**config.mk**
```make
export PLATFORM = sky130hd
export DESIGN_NAME = align_intr_update
export DESIGN_NICKNAME = d
export VERILOG_FILES = /design/src/rtl/aiu_pkg.sv /design/src/rtl/aiu_msr_gen.sv /design/src/rtl/aiu_esr_gen.sv /design/src/rtl/align_intr_update.sv
export SDC_FILE = /design/constraint.sdc
export NUM_CORES = 1
export LEC_CHECK = 0
export ABC_AREA = 1
export BUFFER_PORTS_ARGS = -buffer_cell sky130_fd_sc_hd__buf_2
export CAP_MARGIN = 25
export CORE_AREA = 5 5 230 232
export DETAILED_ROUTE_END_ITERATION = 8
export DIE_AREA = 0 0 235 237
export HOLD_SLACK_MARGIN = 0.05
export PLACE_DENSITY = 0.57
export SLEW_MARGIN = 20
export SYNTH_ARGS = -nofsm -noshare
export SYNTH_HDL_FRONTEND = slang
export SYNTH_SLANG_ARGS = --single-unit
```
**constraint.sdc**
```tcl
create_clock -name clk -period 2.8 [get_ports clk]
set_clock_uncertainty 0.15 [all_clocks]
set_input_delay 0.42 -clock clk [delete_from_list [all_inputs] [get_ports clk]]
set_output_delay 0.42 -clock clk [all_outputs]
set_load 0.01 [all_outputs]
```
**src/rtl/aiu_pkg.sv**
```systemverilog
package aiu_pkg;
    localparam int XLEN      = 64;
    localparam int OFF_W     = 12;
    localparam int PFX_W     = XLEN - OFF_W;
    localparam int SYN_W     = 32;
    localparam logic [OFF_W-1:0] VEC_OFFSET = 12'h0C0;

    typedef struct packed {
        logic [XLEN-1:0]  srr0;
        logic [XLEN-1:0]  srr1;
        logic [XLEN-1:0]  msr;
        logic [XLEN-1:0]  dear;
        logic [SYN_W-1:0] esr;
        logic [XLEN-1:0]  redir;
        logic             vld;
    } aiu_state_t;
endpackage

```
**src/rtl/aiu_msr_gen.sv**
```systemverilog
module aiu_msr_gen #(
    parameter int W      = 64,
    parameter int CM_POS = 63,
    parameter int CE_POS = 17,
    parameter int ME_POS = 12,
    parameter int DE_POS = 9
) (
    input  logic [W-1:0] cur_i,
    input  logic         icm_i,
    output logic [W-1:0] nxt_o
);
    localparam logic [W-1:0] KEEP_MASK =
        (W'(1) << CE_POS) | (W'(1) << ME_POS) | (W'(1) << DE_POS);

    always_comb begin
        for (int i = 0; i < W; i++) begin
            nxt_o[i] = KEEP_MASK[i] ? cur_i[i] : 1'b0;
        end
        nxt_o[CM_POS] = icm_i;
    end
endmodule

```
**src/rtl/aiu_esr_gen.sv**
```systemverilog
module aiu_esr_gen #(
    parameter int W        = 32,
    parameter int FP_POS   = 3,
    parameter int ST_POS   = 2,
    parameter int AUX_POS  = 1,
    parameter int EPID_POS = 0
) (
    input  logic         fp_i,
    input  logic         st_i,
    input  logic         aux_i,
    input  logic         epid_i,
    output logic [W-1:0] esr_o
);
    always_comb begin
        esr_o           = '0;
        esr_o[FP_POS]   = fp_i;
        esr_o[ST_POS]   = st_i;
        esr_o[AUX_POS]  = aux_i;
        esr_o[EPID_POS] = epid_i;
    end
endmodule

```
**src/rtl/align_intr_update.sv**
```systemverilog
module align_intr_update
    import aiu_pkg::*;
#(
    parameter int CM_POS = 63,
    parameter int CE_POS = 17,
    parameter int ME_POS = 12,
    parameter int DE_POS = 9
) (
    input  logic             clk,
    input  logic             rst_n,
    input  logic             take_i,
    input  logic [XLEN-1:0]  instr_ea_i,
    input  logic [XLEN-1:0]  msr_i,
    input  logic             icm_i,
    input  logic [PFX_W-1:0] vec_prefix_i,
    input  logic [XLEN-1:0]  fault_addr_i,
    input  logic             is_fp_i,
    input  logic             is_store_i,
    input  logic             is_aux_i,
    input  logic             is_ext_pid_i,
    output logic [XLEN-1:0]  srr0_o,
    output logic [XLEN-1:0]  srr1_o,
    output logic [XLEN-1:0]  msr_o,
    output logic [XLEN-1:0]  dear_o,
    output logic [SYN_W-1:0] esr_o,
    output logic [XLEN-1:0]  redirect_addr_o,
    output logic             redirect_vld_o
);
    aiu_state_t state_d, state_q;
    logic [XLEN-1:0]  new_msr;
    logic [SYN_W-1:0] new_esr;

    aiu_msr_gen #(
        .W(XLEN), .CM_POS(CM_POS), .CE_POS(CE_POS),
        .ME_POS(ME_POS), .DE_POS(DE_POS)
    ) u_msr_gen (
        .cur_i (msr_i),
        .icm_i (icm_i),
        .nxt_o (new_msr)
    );

    aiu_esr_gen #(.W(SYN_W)) u_esr_gen (
        .fp_i   (is_fp_i),
        .st_i   (is_store_i),
        .aux_i  (is_aux_i),
        .epid_i (is_ext_pid_i),
        .esr_o  (new_esr)
    );

    always_comb begin
        state_d     = state_q;
        state_d.vld = take_i;
        if (take_i) begin
            state_d.srr0  = instr_ea_i;
            state_d.srr1  = msr_i;
            state_d.msr   = new_msr;
            state_d.dear  = fault_addr_i;
            state_d.esr   = new_esr;
            state_d.redir = {vec_prefix_i, VEC_OFFSET};
        end
    end

    always_ff @(posedge clk) begin
        if (!rst_n) state_q <= '0;
        else        state_q <= state_d;
    end

    assign srr0_o          = state_q.srr0;
    assign srr1_o          = state_q.srr1;
    assign msr_o           = state_q.msr;
    assign dear_o          = state_q.dear;
    assign esr_o           = state_q.esr;
    assign redirect_addr_o = state_q.redir;
    assign redirect_vld_o  = state_q.vld;

    AST_SRR0_CAPTURE: assert property (@(posedge clk) disable iff (!rst_n)
        take_i |=> srr0_o == $past(instr_ea_i));
    AST_SRR1_CAPTURE: assert property (@(posedge clk) disable iff (!rst_n)
        take_i |=> srr1_o == $past(msr_i));
    AST_MSR_ENABLES_KEPT: assert property (@(posedge clk) disable iff (!rst_n)
        take_i |=> (msr_o[CE_POS] == $past(msr_i[CE_POS])) &&
                   (msr_o[ME_POS] == $past(msr_i[ME_POS])) &&
                   (msr_o[DE_POS] == $past(msr_i[DE_POS])) &&
                   (msr_o[CM_POS] == $past(icm_i)));
    AST_MSR_FEW_BITS: assert property (@(posedge clk) disable iff (!rst_n)
        redirect_vld_o |-> $countones(msr_o) <= 4);
    AST_DEAR_CAPTURE: assert property (@(posedge clk) disable iff (!rst_n)
        take_i |=> dear_o == $past(fault_addr_i));
    AST_ESR_CLEAN: assert property (@(posedge clk) disable iff (!rst_n)
        redirect_vld_o |-> esr_o[SYN_W-1:4] == '0);
    AST_VEC_OFFSET: assert property (@(posedge clk) disable iff (!rst_n)
        redirect_vld_o |-> redirect_addr_o[OFF_W-1:0] == VEC_OFFSET);
    AST_STROBE_FOLLOWS: assert property (@(posedge clk) disable iff (!rst_n)
        !take_i |=> !redirect_vld_o);
    AST_HOLD_IDLE: assert property (@(posedge clk) disable iff (!rst_n)
        !take_i |=> $stable(srr0_o) && $stable(srr1_o) && $stable(msr_o) &&
                    $stable(dear_o) && $stable(esr_o) && $stable(redirect_addr_o));
endmodule

```
==> impl_results.md, run 1 <==
* Hold Vio Cnt, Final at 0
* Final critical-path share of the clock period at 58.5%
* Outcome: complete, no violations
* Delay of the slowest cell on the worst path at 0.37 ns
* Number of rows in the core area at 83
* Setup crit end kind: primary output
* Most common flop cell mapped by yosys: sky130_fd_sc_hd__dfxtp_1
* Post-synthesis instance area at 0.0110 mm^2
* Final critical path time including I/O delays and setup at 1.64 ns
* Portion of synthesized cell area occupied by the leading cell type at 45.5%
* Cell with the most instances after synthesis: sky130_fd_sc_hd__nand2_1
* Ordered list of cells on the worst path: buf_2
* HPWL after DPL at 25300 um
* Area of placed instances at 0.0138 mm^2
* Die Outline Area at 0.0557 mm^2
* GR Util All Layers at 12.0%
* EDFF count, synth at 0
* Total clock sinks at 251
* Worst Path Max Fanout at 2
* Critical path's slowest cell: sky130_fd_sc_hd__dfxtp_1
* Ant. Diodes at 0
* FMAX at 0.610 GHz
* Count of cell instances traversed by the critical path at 1
* I/O pin count at 605
* Post-layout instance count excluding filler cells at 3096
* Count of warnings emitted by yosys at 0
* Die extent in y at 237 um
* Number of antenna violations at the first check in global routing at 0
* RSZ-0062 raised after global routing: false
* Family with the most delay on the worst path: flip-flops
* CTS H-tree lvls at 1
* WL/cell at 11.6 um
* Residual DRC count at 0
* Count of buffering cells on the critical path with inverters included at 1
* Cell types with the highest counts after synthesis: 501 x sky130_fd_sc_hd__nand2_1, 498 x sky130_fd_sc_hd__nor2_1, 251 x sky130_fd_sc_hd__dfxtp_1
* Total instance count after detailed placement at 2815
* Mapped Avg Cell Area at 6.54 um^2
* Count of final setup violators at 0
* Standard cell core area at 0.0508 mm^2
* Worst slew margin relative to its limit at 63.8%
* Sequential fraction of the synthesis area at 45.5%
* Max IR drop VDD at 0.339 mV
* Vias after detailed routing at 11400
* Clock network latency to the later pin of the worst-skew pair at 0.54 ns
* CTS resizes at 0
* Number of detailed-route iterations in the first pass at 5
* Number of I/O port buffers at 506
* Number of synthesized register bits at 251
* Sum of overflow across all layers after global routing at 0
* Area Overhead vs Synth at 54.4%
* Number of max-slew violations in the final report at 0
* Post-Route Setup TNS at 0 ns
* Length in cells of the worst reg-to-reg path at 2
* Clock slew seen by the registers of the worst setup and hold paths at 0.06 ns
* Wire length of the first global-routing pass at 56300 um
* Hold path depth at 5
* Type of the setup path with the least slack: reg -> out
* Worst Setup Start Kind: flip-flop
* Kind of path behind the tightest hold check: in -> reg
* Layout cell share with drive strength beyond 1 at 23.9%
* Floorplan die width at 235 um
* Data arrival time of the worst path at 1.07 ns
* Via count of the first global-routing pass at 10800
* Standby leakage power at 9.88 nW
* Top cell type by total area after synthesis: sky130_fd_sc_hd__dfxtp_1
* Number of nets with antenna violations after routing at 0
* Post-Place Worst Slack at 1.08 ns
* Max clock buf depth at 3
* Initial Util at 21.7%
* Number of instances in the synthesized netlist at 1687
* Area of all placed cells without fillers at 0.0170 mm^2
* Last weighted congestion value of the routability-driven placer at 0.863
* CTS tree: built
* Number of buffers added by the clock tree synthesis step at 28
* Maximum number of pins on one net before global-route repair at 109
* Setup slack of the critical path after layout at 1.16 ns
* Total power divided by cell area at 537 mW/mm^2
* Number of distinct standard cells referenced by the synthesized netlist at 10
* Dominant cells by area after synthesis: sky130_fd_sc_hd__dfxtp_1 46%, sky130_fd_sc_hd__nand2_1 17%, sky130_fd_sc_hd__nor2_1 17%
* Tightest Pin Transition at 0.543 ns
* Max_cap viols at 0
* Post-detailed-route via-to-cell ratio at 3.68
* Clock root buffer master: sky130_fd_sc_hd__clkbuf_16
* Nets at 2652
* Starting DRT DRC Count at 411
* Post-detailed-routing wire length at 36000 um
* Share of async-settable or async-resettable flops after synthesis at 0%
* Required time worst endpoint at 2.23 ns
* Minimum hold slack at 0.0669 ns
==> power breakdown <==
group | internal, mW | switching (mW)
Clock | 2.11 | 1.46
Combinational | 0.756 | 0.865
Sequential | 3.82 | 0.122
Total | 6.70 | 2.45
==> final timing paths <==
path,from,end,slack (ns)
max,dear_o[46],dear_o[46],1.16
min,vec_prefix_i[47],redirect_addr_o[59],0.07
max reg2reg,srr1_o[35],srr1_o[35],2.06
min reg2reg,dear_o[59],dear_o[59],0.31
==> area by class of cell <==
cell class,count,area [um^2]
Clock buffer,40,827
Tap cell,680,851
Timing Repair Buffer,772,5220
Clock inverter,6,55.1
Multi-Input combinational cell,1097,4120
Sequential cell,251,5020
Inverter,250,938
Fill cell,5379,33700
==> placed cells by master (no fill, tap or decap) <==
master,instances
sky130_fd_sc_hd__buf_8,1
sky130_fd_sc_hd__clkbuf_8,6
sky130_fd_sc_hd__dfxtp_1,251
sky130_fd_sc_hd__nand2_1,501
sky130_fd_sc_hd__buf_4,24
sky130_fd_sc_hd__clkbuf_16,29
sky130_fd_sc_hd__nor2_1,498
sky130_fd_sc_hd__conb_1,98
sky130_fd_sc_hd__buf_12,7
sky130_fd_sc_hd__dlygate4sd3_1,235
sky130_fd_sc_hd__buf_2,504
sky130_fd_sc_hd__clkbuf_1,5
sky130_fd_sc_hd__clkinv_2,5
sky130_fd_sc_hd__bufinv_16,1
sky130_fd_sc_hd__inv_1,250
sky130_fd_sc_hd__buf_6,1
==> worst reg2reg max path: stages (launching register included) <==
cell and delay [ns]:
sky130_fd_sc_hd__dfxtp_1 0.32, sky130_fd_sc_hd__nor2_1 0.11, sky130_fd_sc_hd__nor2_1 0.06
==> flip-flops by register name, indices dropped and copies added, names as in the netlist <==
signal           flops
srr0_o              64
redirect_addr_o     53
redirect_vld_o       1
esr_o                4
msr_o                1
srr1_o              64
dear_o              64
==> through the flow <==
stage               utilization, %  power (mW)
floorplan                        -        4.90
global placement              27.2        5.38
detailed placement            27.2        5.38
CTS                           33.5        9.26
global route                  33.5        9.64
finish                        33.5        9.15
==> routing by layer <==
metal	track usage (%)	vias up	part of all wire [%]
met4	4.30	0	3.2
met5	0	-	0
met2	20.8	384	49
met1	14.3	4935	41
li1	-	6000	-
met3	3.09	75	7.1
==> logic make-up (layout without fill, tap and decap cells) <==
kind of cell,Yosys count,after routing,share of synthesized area (%)
DFF,251,251,45.5
and+or+nand+nor,999,999,34.0
buffers and inverters,436,1068,20.5
other,1,98,0.0340
==> timing repair <==
item / 4_1_cts / 5_1_grt
hold buffers: 235 / 0
endpoints found under the hold margin: 235 / 0
buffers inserted: 0 / 0
No activity file was read; power rests on OpenSTA's default activity.
==> run 2: changes to the inputs <==
PLACE_DENSITY = 0.59   (was 0.57)
clock period = 1.5 ns   (was 2.8 ns; I/O delays follow)
==> run 2 against run 1 <==
Compared with the run above:
- critical endpoint is now redirect_addr_o[37]
- highest routed layer unchanged
- first-iteration DRC count is 7.8% higher
- critical path depth grew 6
- clock power is 110% higher
- global-route usage grew 0.92 points
- sequential cell count stayed put
==> impl_results.md, run 2 (synthesis gave the netlist of run 1 again) <==
* Outcome: complete, no violations (unchanged)
* Count of final setup violators at 0 (unchanged)
* Total clock sinks at 251 (unchanged)
* Clock network latency to the later pin of the worst-skew pair at 0.55 ns (was 0.54 ns)
* Clock root buffer master: sky130_fd_sc_hd__clkbuf_16 (unchanged)
* Total design power at 18.3 mW (was 9.15 mW)
* Tightest Pin Transition at 0.515 ns (was 0.543 ns)
* Data arrival time of the worst path at 1.76 ns (was 1.07 ns)
* CTS tree: built (unchanged)
* WL/cell at 12.0 um (was 11.6 um)
* Maximum number of pins on one net before global-route repair at 37 (was 109)
* Post-Route Setup TNS at 0 ns (unchanged)
* R2r startpoint: redirect_addr_o[43] (was srr1_o[35])
* Sum of overflow across all layers after global routing at 0 (unchanged)
* Residual DRC count at 0 (unchanged)
* Clock slew seen by the registers of the worst setup and hold paths at 0.07 ns (was 0.06 ns)
* Routed met3 length at 2860 um (was 2560 um)
* Last weighted congestion value of the routability-driven placer at 0.838 (was 0.863)
* Post-detailed-route via-to-cell ratio at 3.75 (was 3.68)
* Total instance count after detailed placement at 2845 (was 2815)
* Nets at 2776 (was 2652)
* Ordered list of cells on the worst path: dlygate4sd3_1 -> buf_2 -> inv_1 -> nand2_1 -> nand2_1 -> nor2_1 -> dlygate4sd3_1 (was buf_2)
* Delay of the slowest cell on the worst path at 0.56 ns (was 0.37 ns)
* GR Util All Layers at 12.9% (was 12.0%)
* Die Outline Area at 0.0557 mm^2 (unchanged)
* Post-layout instance count excluding filler cells at 3225 (was 3096)
* Vias after detailed routing at 12100 (was 11400)
* Count of cell instances traversed by the critical path at 7 (was 1)
* Setup slack of the worst register-to-register path at 0.20 ns (was 2.06 ns)
* Number of max-slew violations in the final report at 0 (unchanged)
* Final critical-path share of the clock period at 97.7%
* CP Launch Point: vec_prefix_i[25] (was dear_o[46])
* FMAX at 0.683 GHz
* Number of fill cells in the layout at 5136 (was 5379)
* Critical path's slowest cell: sky130_fd_sc_hd__dlygate4sd3_1 (was sky130_fd_sc_hd__dfxtp_1)
* Area Overhead vs Synth at 66.9% (was 54.4%)
* Max clock buf depth at 3 (unchanged)
* Area of combinational cells with multiple inputs at 0.00412 mm^2 (unchanged)
* RSZ-0062 raised after global routing: false (unchanged)
* Worst Path Max Fanout at 1 (was 2)
* Layout cell share with drive strength beyond 1 at 24.5% (was 23.9%)
* Number of I/O port buffers at 506 (unchanged)
* Post-Place Worst Slack at 0.255 ns (was 1.08 ns)
* Topmost layer with routed signal wires: met4 (unchanged)
* Initial Util at 21.7% (unchanged)
* HPWL after DPL at 25400 um (was 25300 um)
* Number of buffers added by the clock tree synthesis step at 28 (unchanged)
* Setup crit end kind: flip-flop (was primary output)
* Number of nets with antenna violations after routing at 0 (unchanged)
* Max_cap viols at 0 (unchanged)
* Most frequent cells in the layout: 503 x sky130_fd_sc_hd__buf_2, 501 x sky130_fd_sc_hd__nand2_1, 498 x sky130_fd_sc_hd__nor2_1 (was 504 x sky130_fd_sc_hd__buf_2, 501 x sky130_fd_sc_hd__nand2_1, 498 x sky130_fd_sc_hd__nor2_1)
* Family with the most delay on the worst path: buffers and inverters (was flip-flops)
* Routed length on met2 at 18400 um (was 17500 um)
* Floorplan die width at 235 um (unchanged)
* Number of antenna violations at the first check in global routing at 1 (was 0)
* Worst Setup Start Kind: input pin (was flip-flop)
* CTS H-tree lvls at 1 (unchanged)
* Minimum hold slack at 0.0838 ns (was 0.0669 ns)
* Worst slew margin relative to its limit at 65.5% (was 63.8%)
* Setup slack of the critical path after layout at 0.0349 ns (was 1.16 ns)
* Standard cell core area at 0.0508 mm^2 (unchanged)
* Die extent in y at 237 um (unchanged)
* Count of buffering cells on the critical path with inverters included at 4 (was 1)
* Length in cells of the worst reg-to-reg path at 3 (was 2)
* Required time worst endpoint at 1.80 ns (was 2.23 ns)
* Post-detailed-routing wire length at 38800 um (was 36000 um)
* Most frequent standard cell in the layout excluding fill and tap cells: sky130_fd_sc_hd__buf_2 (unchanged)
* Hold Vio Cnt, Final at 0 (unchanged)
* Starting DRT DRC Count at 443 (was 411)
* I/O pin count at 605 (unchanged)
* Type of the setup path with the least slack: in -> reg (was reg -> out)
* Wire length of the first global-routing pass at 60500 um (was 56300 um)
* Min-delay src: take_i (was vec_prefix_i[47])
* Max IR drop VDD at 0.739 mV (was 0.339 mV)
* Kind of path behind the tightest hold check: in -> reg (unchanged)
* Number of rows in the core area at 83 (unchanged)
* Hold path depth at 5 (unchanged)
* Total power divided by cell area at 994 mW/mm^2 (was 537 mW/mm^2)
* Number of detailed-route iterations in the first pass at 4 (was 5)
* Critical path endpoint: redirect_addr_o[37] (was dear_o[46])
* Standby leakage power at 10.5 nW (was 9.88 nW)
* Final critical path time including I/O delays and setup at 1.47 ns
* Total area of sequential cells at 0.00503 mm^2 (was 0.00502 mm^2)
* Met1 wire length at 15800 um (was 14800 um)
* Endpoint of the most critical register-to-register path: redirect_addr_o[43] (was srr1_o[35])
* Via count of the first global-routing pass at 11900 (was 10800)
run 2: cell count changes in the layout (fill, tap and decap cells not counted), moves of 5 or more:
| cell | previous run | this run |
|---|---|---|
| sky130_fd_sc_hd__buf_12 | 7 | 12 |
| sky130_fd_sc_hd__buf_4 | 24 | 50 |
| sky130_fd_sc_hd__clkbuf_1 | 5 | 0 |
| sky130_fd_sc_hd__dfxtp_1 | 251 | 245 |
| sky130_fd_sc_hd__dfxtp_2 | 0 | 6 |
| sky130_fd_sc_hd__dlygate4sd3_1 | 235 | 329 |
run 2: per-layer routing:
| metal | up-vias | track usage [%] |
|---|---|---|
| li1 | 6264 | - |
| met1 | 5317 | 14.7 |
| met2 | 412 | 22.2 |
| met3 | 105 | 3.82 |
| met4 | 0 | 5.88 |
| met5 | - | 0 |
run 2: metrics by stage:
step           area [um^2]  utilization, %
2_1_floorplan        11400               -
3_3_place_gp         14100            27.7
3_5_place_dp         14100            27.7
4_1_cts              18400            36.2
5_1_grt              18400            36.3
6_report             18400            36.3
run 2: layout make-up:
class,count,area share [%]
repair buffers,896,35.1
flip-flops and latches,251,27.3
multi-input cells,1097,22.4
inverters,250,5.10
well taps,680,4.62
clock buffers,36,4.46
clock inverters,14,1.06
diodes,1,0.0136
run 2: tightest hold or removal path: cells and delay by family:
kind	cells	cell delay, ns
buffers and inverters	2	0.27
and+or+nand+nor	3	0.20
run 2: where the power goes:
group          leakage (nW)  total [mW]  switching [mW]  internal [mW]
registers              2.09        7.38           0.236           7.14
logic                  7.88        3.37            1.70           1.67
clock network         0.514        7.55            2.87           4.69
run 2: worst min-delay path by stage:
stage / end / slack [ns]
6_report: srr0_o[15] / 0.08
5_1_grt: redirect_addr_o[16] / 0.09
4_1_cts: redirect_addr_o[45] / 0.05
3_5_place_dp: redirect_addr_o[7] / 0.31
3_3_place_gp: redirect_addr_o[7] / 0.30
2_1_floorplan: dear_o[0] / 0.26
run 2: timing repair:
| item | 4_1_cts | 5_1_grt |
|---|---|---|
| buffers inserted | 0 | 0 |
| setup endpoints to repair | 0 | 8 |
| endpoints found under the hold margin | 251 | 0 |
| gates resized for setup | 0 | 7 |
| hold buffers | 329 | 0 |
==> run 3: changes to the inputs <==
CORE_AREA = 5 5 235 237   (was 5 5 230 232)
DIE_AREA = 0 0 240 242   (was 0 0 235 237)
PLACE_DENSITY = 0.65   (was 0.59)
SYNTH_HIERARCHICAL = 1   (was default)
==> run 3 against run 2 <==
Compared with the run above:
- setup slack improved by 0.046 ns
- synthesized cell count grew 35%
- critical path depth is 6 lower
- wire length increased by 22%
- final cell count grew 19%
==> impl_results.md, run 3 <==
* Worst Setup Start Kind: flip-flop (was input pin)
* Count of warnings emitted by yosys at 6 (was 0)
* Ordered list of cells on the worst path: buf_2 (was dlygate4sd3_1 -> buf_2 -> inv_1 -> nand2_1 -> nand2_1 -> nor2_1 -> dlygate4sd3_1)
* Mapped Avg Cell Area at 6.45 um^2 (was 6.54 um^2)
* Final critical path time including I/O delays and setup at 1.42 ns (was 1.47 ns)
* Outcome: complete, no violations (unchanged)
* Starting DRT DRC Count at 634 (was 443)
* Number of buffers added by the clock tree synthesis step at 40 (was 28)
* Floorplan die width at 240 um (was 235 um)
* Hold Vio Cnt, Final at 0 (unchanged)
* Final critical-path share of the clock period at 94.6% (was 97.7%)
* Post-layout instance count excluding filler cells at 3836 (was 3225)
* Worst Path Max Fanout at 2 (was 1)
* Area of placed instances at 0.0182 mm^2 (was 0.0141 mm^2)
* Sequential fraction of the synthesis area at 46.7% (was 45.5%)
* Most frequent standard cell in the layout excluding fill and tap cells: sky130_fd_sc_hd__nand2_1 (was sky130_fd_sc_hd__buf_2)
* Die Outline Area at 0.0581 mm^2 (was 0.0557 mm^2)
* Post-detailed-routing wire length at 47300 um (was 38800 um)
* Minimum hold slack at 0.0531 ns (was 0.0838 ns)
* Total power divided by cell area at 1070 mW/mm^2 (was 994 mW/mm^2)
* HPWL after DPL at 31900 um (was 25400 um)
* Post-detailed-route via-to-cell ratio at 3.93 (was 3.75)
* Total instance count after detailed placement at 3495 (was 2845)
* Portion of synthesized cell area occupied by the leading cell type at 46.7% (was 45.5%)
* CP Launch Point: srr1_o[48] (was vec_prefix_i[25])
* Most frequent cells in the layout: 683 x sky130_fd_sc_hd__nand2_1, 680 x sky130_fd_sc_hd__nor2_1, 589 x sky130_fd_sc_hd__buf_2 (was 503 x sky130_fd_sc_hd__buf_2, 501 x sky130_fd_sc_hd__nand2_1, 498 x sky130_fd_sc_hd__nor2_1)
* Max IR drop VDD at 0.907 mV (was 0.739 mV)
* Max clock buf depth at 3 (unchanged)
* Clock slew seen by the registers of the worst setup and hold paths at 0.06 ns (was 0.07 ns)
* Max_cap viols at 0 (unchanged)
* Critical path endpoint: srr1_o[48] (was redirect_addr_o[37])
* Critical path's slowest cell: sky130_fd_sc_hd__dfxtp_1 (was sky130_fd_sc_hd__dlygate4sd3_1)
* Endpoint of the most critical register-to-register path: esr_o[5] (was redirect_addr_o[43])
* Kind of path behind the tightest hold check: in -> reg (unchanged)
* Required time worst endpoint at 1.12 ns (was 1.80 ns)
* Type of the setup path with the least slack: reg -> out (was in -> reg)
* Number of instances in the synthesized netlist at 2270 (was 1687)
* Number of fill cells in the layout at 5274 (was 5136)
* Family with the most delay on the worst path: flip-flops (was buffers and inverters)
* Nets at 3363 (was 2776)
* Layout cell share with drive strength beyond 1 at 22.9% (was 24.5%)
* Setup slack of the worst register-to-register path at 0.24 ns (was 0.20 ns)
* Residual DRC count at 0 (unchanged)
* Vias after detailed routing at 15100 (was 12100)
* Initial Util at 27.6% (was 21.7%)
* Number of distinct standard cells referenced by the synthesized netlist at 9 (was 10)
* Tightest Pin Transition at 0.572 ns (was 0.515 ns)
* RSZ-0062 raised after global routing: false (unchanged)
* Count of buffering cells on the critical path with inverters included at 1 (was 4)
* Min-delay src: take_i (unchanged)
* Cell with the most instances after synthesis: sky130_fd_sc_hd__nand2_1 (unchanged)
* R2r startpoint: esr_o[5] (was redirect_addr_o[43])
* Share of the core filled with cells in the final layout at 41.9% (was 36.3%)
* Number of rows in the core area at 85 (was 83)
* Buffer count from post-CTS setup fixing at 0 (unchanged)
* Total clock sinks at 342 (was 251)
* Number of nets with antenna violations after routing at 0 (unchanged)
* Share of async-settable or async-resettable flops after synthesis at 0% (unchanged)
* I/O pin count at 605 (unchanged)
* Last weighted congestion value of the routability-driven placer at 0.855 (was 0.838)
* Cell types with the highest counts after synthesis: 683 x sky130_fd_sc_hd__nand2_1, 680 x sky130_fd_sc_hd__nor2_1, 342 x sky130_fd_sc_hd__dfxtp_1 (was 501 x sky130_fd_sc_hd__nand2_1, 498 x sky130_fd_sc_hd__nor2_1, 251 x sky130_fd_sc_hd__dfxtp_1)
* Most common flop cell mapped by yosys: sky130_fd_sc_hd__dfxtp_1 (unchanged)
* Dominant cells by area after synthesis: sky130_fd_sc_hd__dfxtp_1 47%, sky130_fd_sc_hd__nand2_1 17%, sky130_fd_sc_hd__nor2_1 17% (was sky130_fd_sc_hd__dfxtp_1 46%, sky130_fd_sc_hd__nand2_1 17%, sky130_fd_sc_hd__nor2_1 17%)
* Die extent in y at 242 um (was 237 um)
* Wire length of the first global-routing pass at 73400 um (was 60500 um)
* WL/cell at 12.3 um (was 12.0 um)
* Number of synthesized register bits at 342 (was 251)
* Standby leakage power at 12.5 nW (was 10.5 nW)
* Length in cells of the worst reg-to-reg path at 3 (unchanged)
* Clock network latency to the later pin of the worst-skew pair at 0.52 ns (was 0.55 ns)
* Count of cell instances traversed by the critical path at 1 (was 7)
* Number of I/O port buffers at 594 (was 506)
* Post-synthesis instance area at 0.0147 mm^2 (was 0.0110 mm^2)
* GR Util All Layers at 15.2% (was 12.9%)
* Number of detailed-route iterations in the first pass at 5 (was 4)
* Top cell type by total area after synthesis: sky130_fd_sc_hd__dfxtp_1 (unchanged)
* CTS H-tree lvls at 2 (was 1)
* FMAX at 0.705 GHz (was 0.683 GHz)
* Worst slew margin relative to its limit at 61.9% (was 65.5%)
* Delay of the slowest cell on the worst path at 0.37 ns (was 0.56 ns)
* Area Overhead vs Synth at 51.6% (was 66.9%)
* Maximum number of pins on one net before global-route repair at 86 (was 37)
* CTS tree: built (unchanged)
* Number of max-slew violations in the final report at 0 (unchanged)
* Number of antenna violations at the first check in global routing at 2 (was 1)
* Area of all placed cells without fillers at 0.0222 mm^2 (was 0.0184 mm^2)
* Setup crit end kind: primary output (was flip-flop)
* Via count of the first global-routing pass at 14300 (was 11900)
* Data arrival time of the worst path at 1.04 ns (was 1.76 ns)
* Count of final setup violators at 0 (unchanged)
* Standard cell core area at 0.0531 mm^2 (was 0.0508 mm^2)
* Clock root buffer master: sky130_fd_sc_hd__clkbuf_16 (unchanged)
* Post-Route Setup TNS at 0 ns (unchanged)
* Sum of overflow across all layers after global routing at 0 (unchanged)
* EDFF count, synth at 0 (unchanged)
-- run 3: cell count changes after synthesis, sizes merged --
cell / before / now
nor2: 498 / 680
nand2: 501 / 683
conb: 1 / 3
dfxtp: 251 / 342
inv: 250 / 341
buf: 181 / 208
clkbuf: 5 / 13
-- run 3: where the power goes --
part / internal, mW / leakage, nW / switching (mW)
clock: 6.01 / 0.654 / 3.77
sequential: 9.73 / 2.85 / 0.324
combinational: 1.83 / 9.01 / 2.07
-- run 3: cells by family (layout without fill, tap and decap cells) --
logic type    count (synthesis)  in the layout  synth area share, %
simple gates               1363           1363                 34.9
buf+inv                     562           1336                 18.3
flops                       342            342                 46.7
other cells                   3             99               0.0769
-- run 3: how the worst min path moves through the flow --
stage	end	slack, ns	cells past startpoint
after global routing	esr_o[25]	0.06	4
after detailed placement	srr1_o[38]	0.31	2
final	esr_o[20]	0.05	4
after floorplan	dear_o[0]	0.26	4
after CTS	srr1_o[20]	0.05	5
after global placement	srr1_o[36]	0.30	2
-- run 3: routing by layer --
metal	GRT usage [%]	up-vias	wire, um
li1	-	7903	-
met1	17.4	6497	18600
met2	26.4	519	22700
met3	3.62	151	3560
met4	7.73	2	2400
met5	0	-	7
-- run 3: final cells by class --
cell class | count | area, um^2 | share of cell area (%)
diodes | 1 | 2.50 | 0.0113
well taps | 696 | 871 | 3.92
multi-input cells | 1461 | 5480 | 24.7
repair buffers | 925 | 6390 | 28.8
flip-flops and latches | 342 | 6850 | 30.8
inverters | 341 | 1280 | 5.76
clock buffers | 60 | 1200 | 5.39
clock inverters | 10 | 131 | 0.591
-- run 3: per-stage QoR --
stage / worst slack [ns] / power, mW
after floorplan: 0.329 / 12.2
after global placement: 0.165 / 13.5
after detailed placement: 0.163 / 13.5
after CTS: 0.00727 / 24.0
after global routing: 0.0268 / 25.0
final: 0.0807 / 23.7
-- run 3: repair_timing --
action                                 in CTS  in global routing
setup endpoints to repair                   3                 30
gates resized for setup                     5                  4
hold buffers                              272                  0
cloned                                      0                  0
endpoints found under the hold margin     286                  0
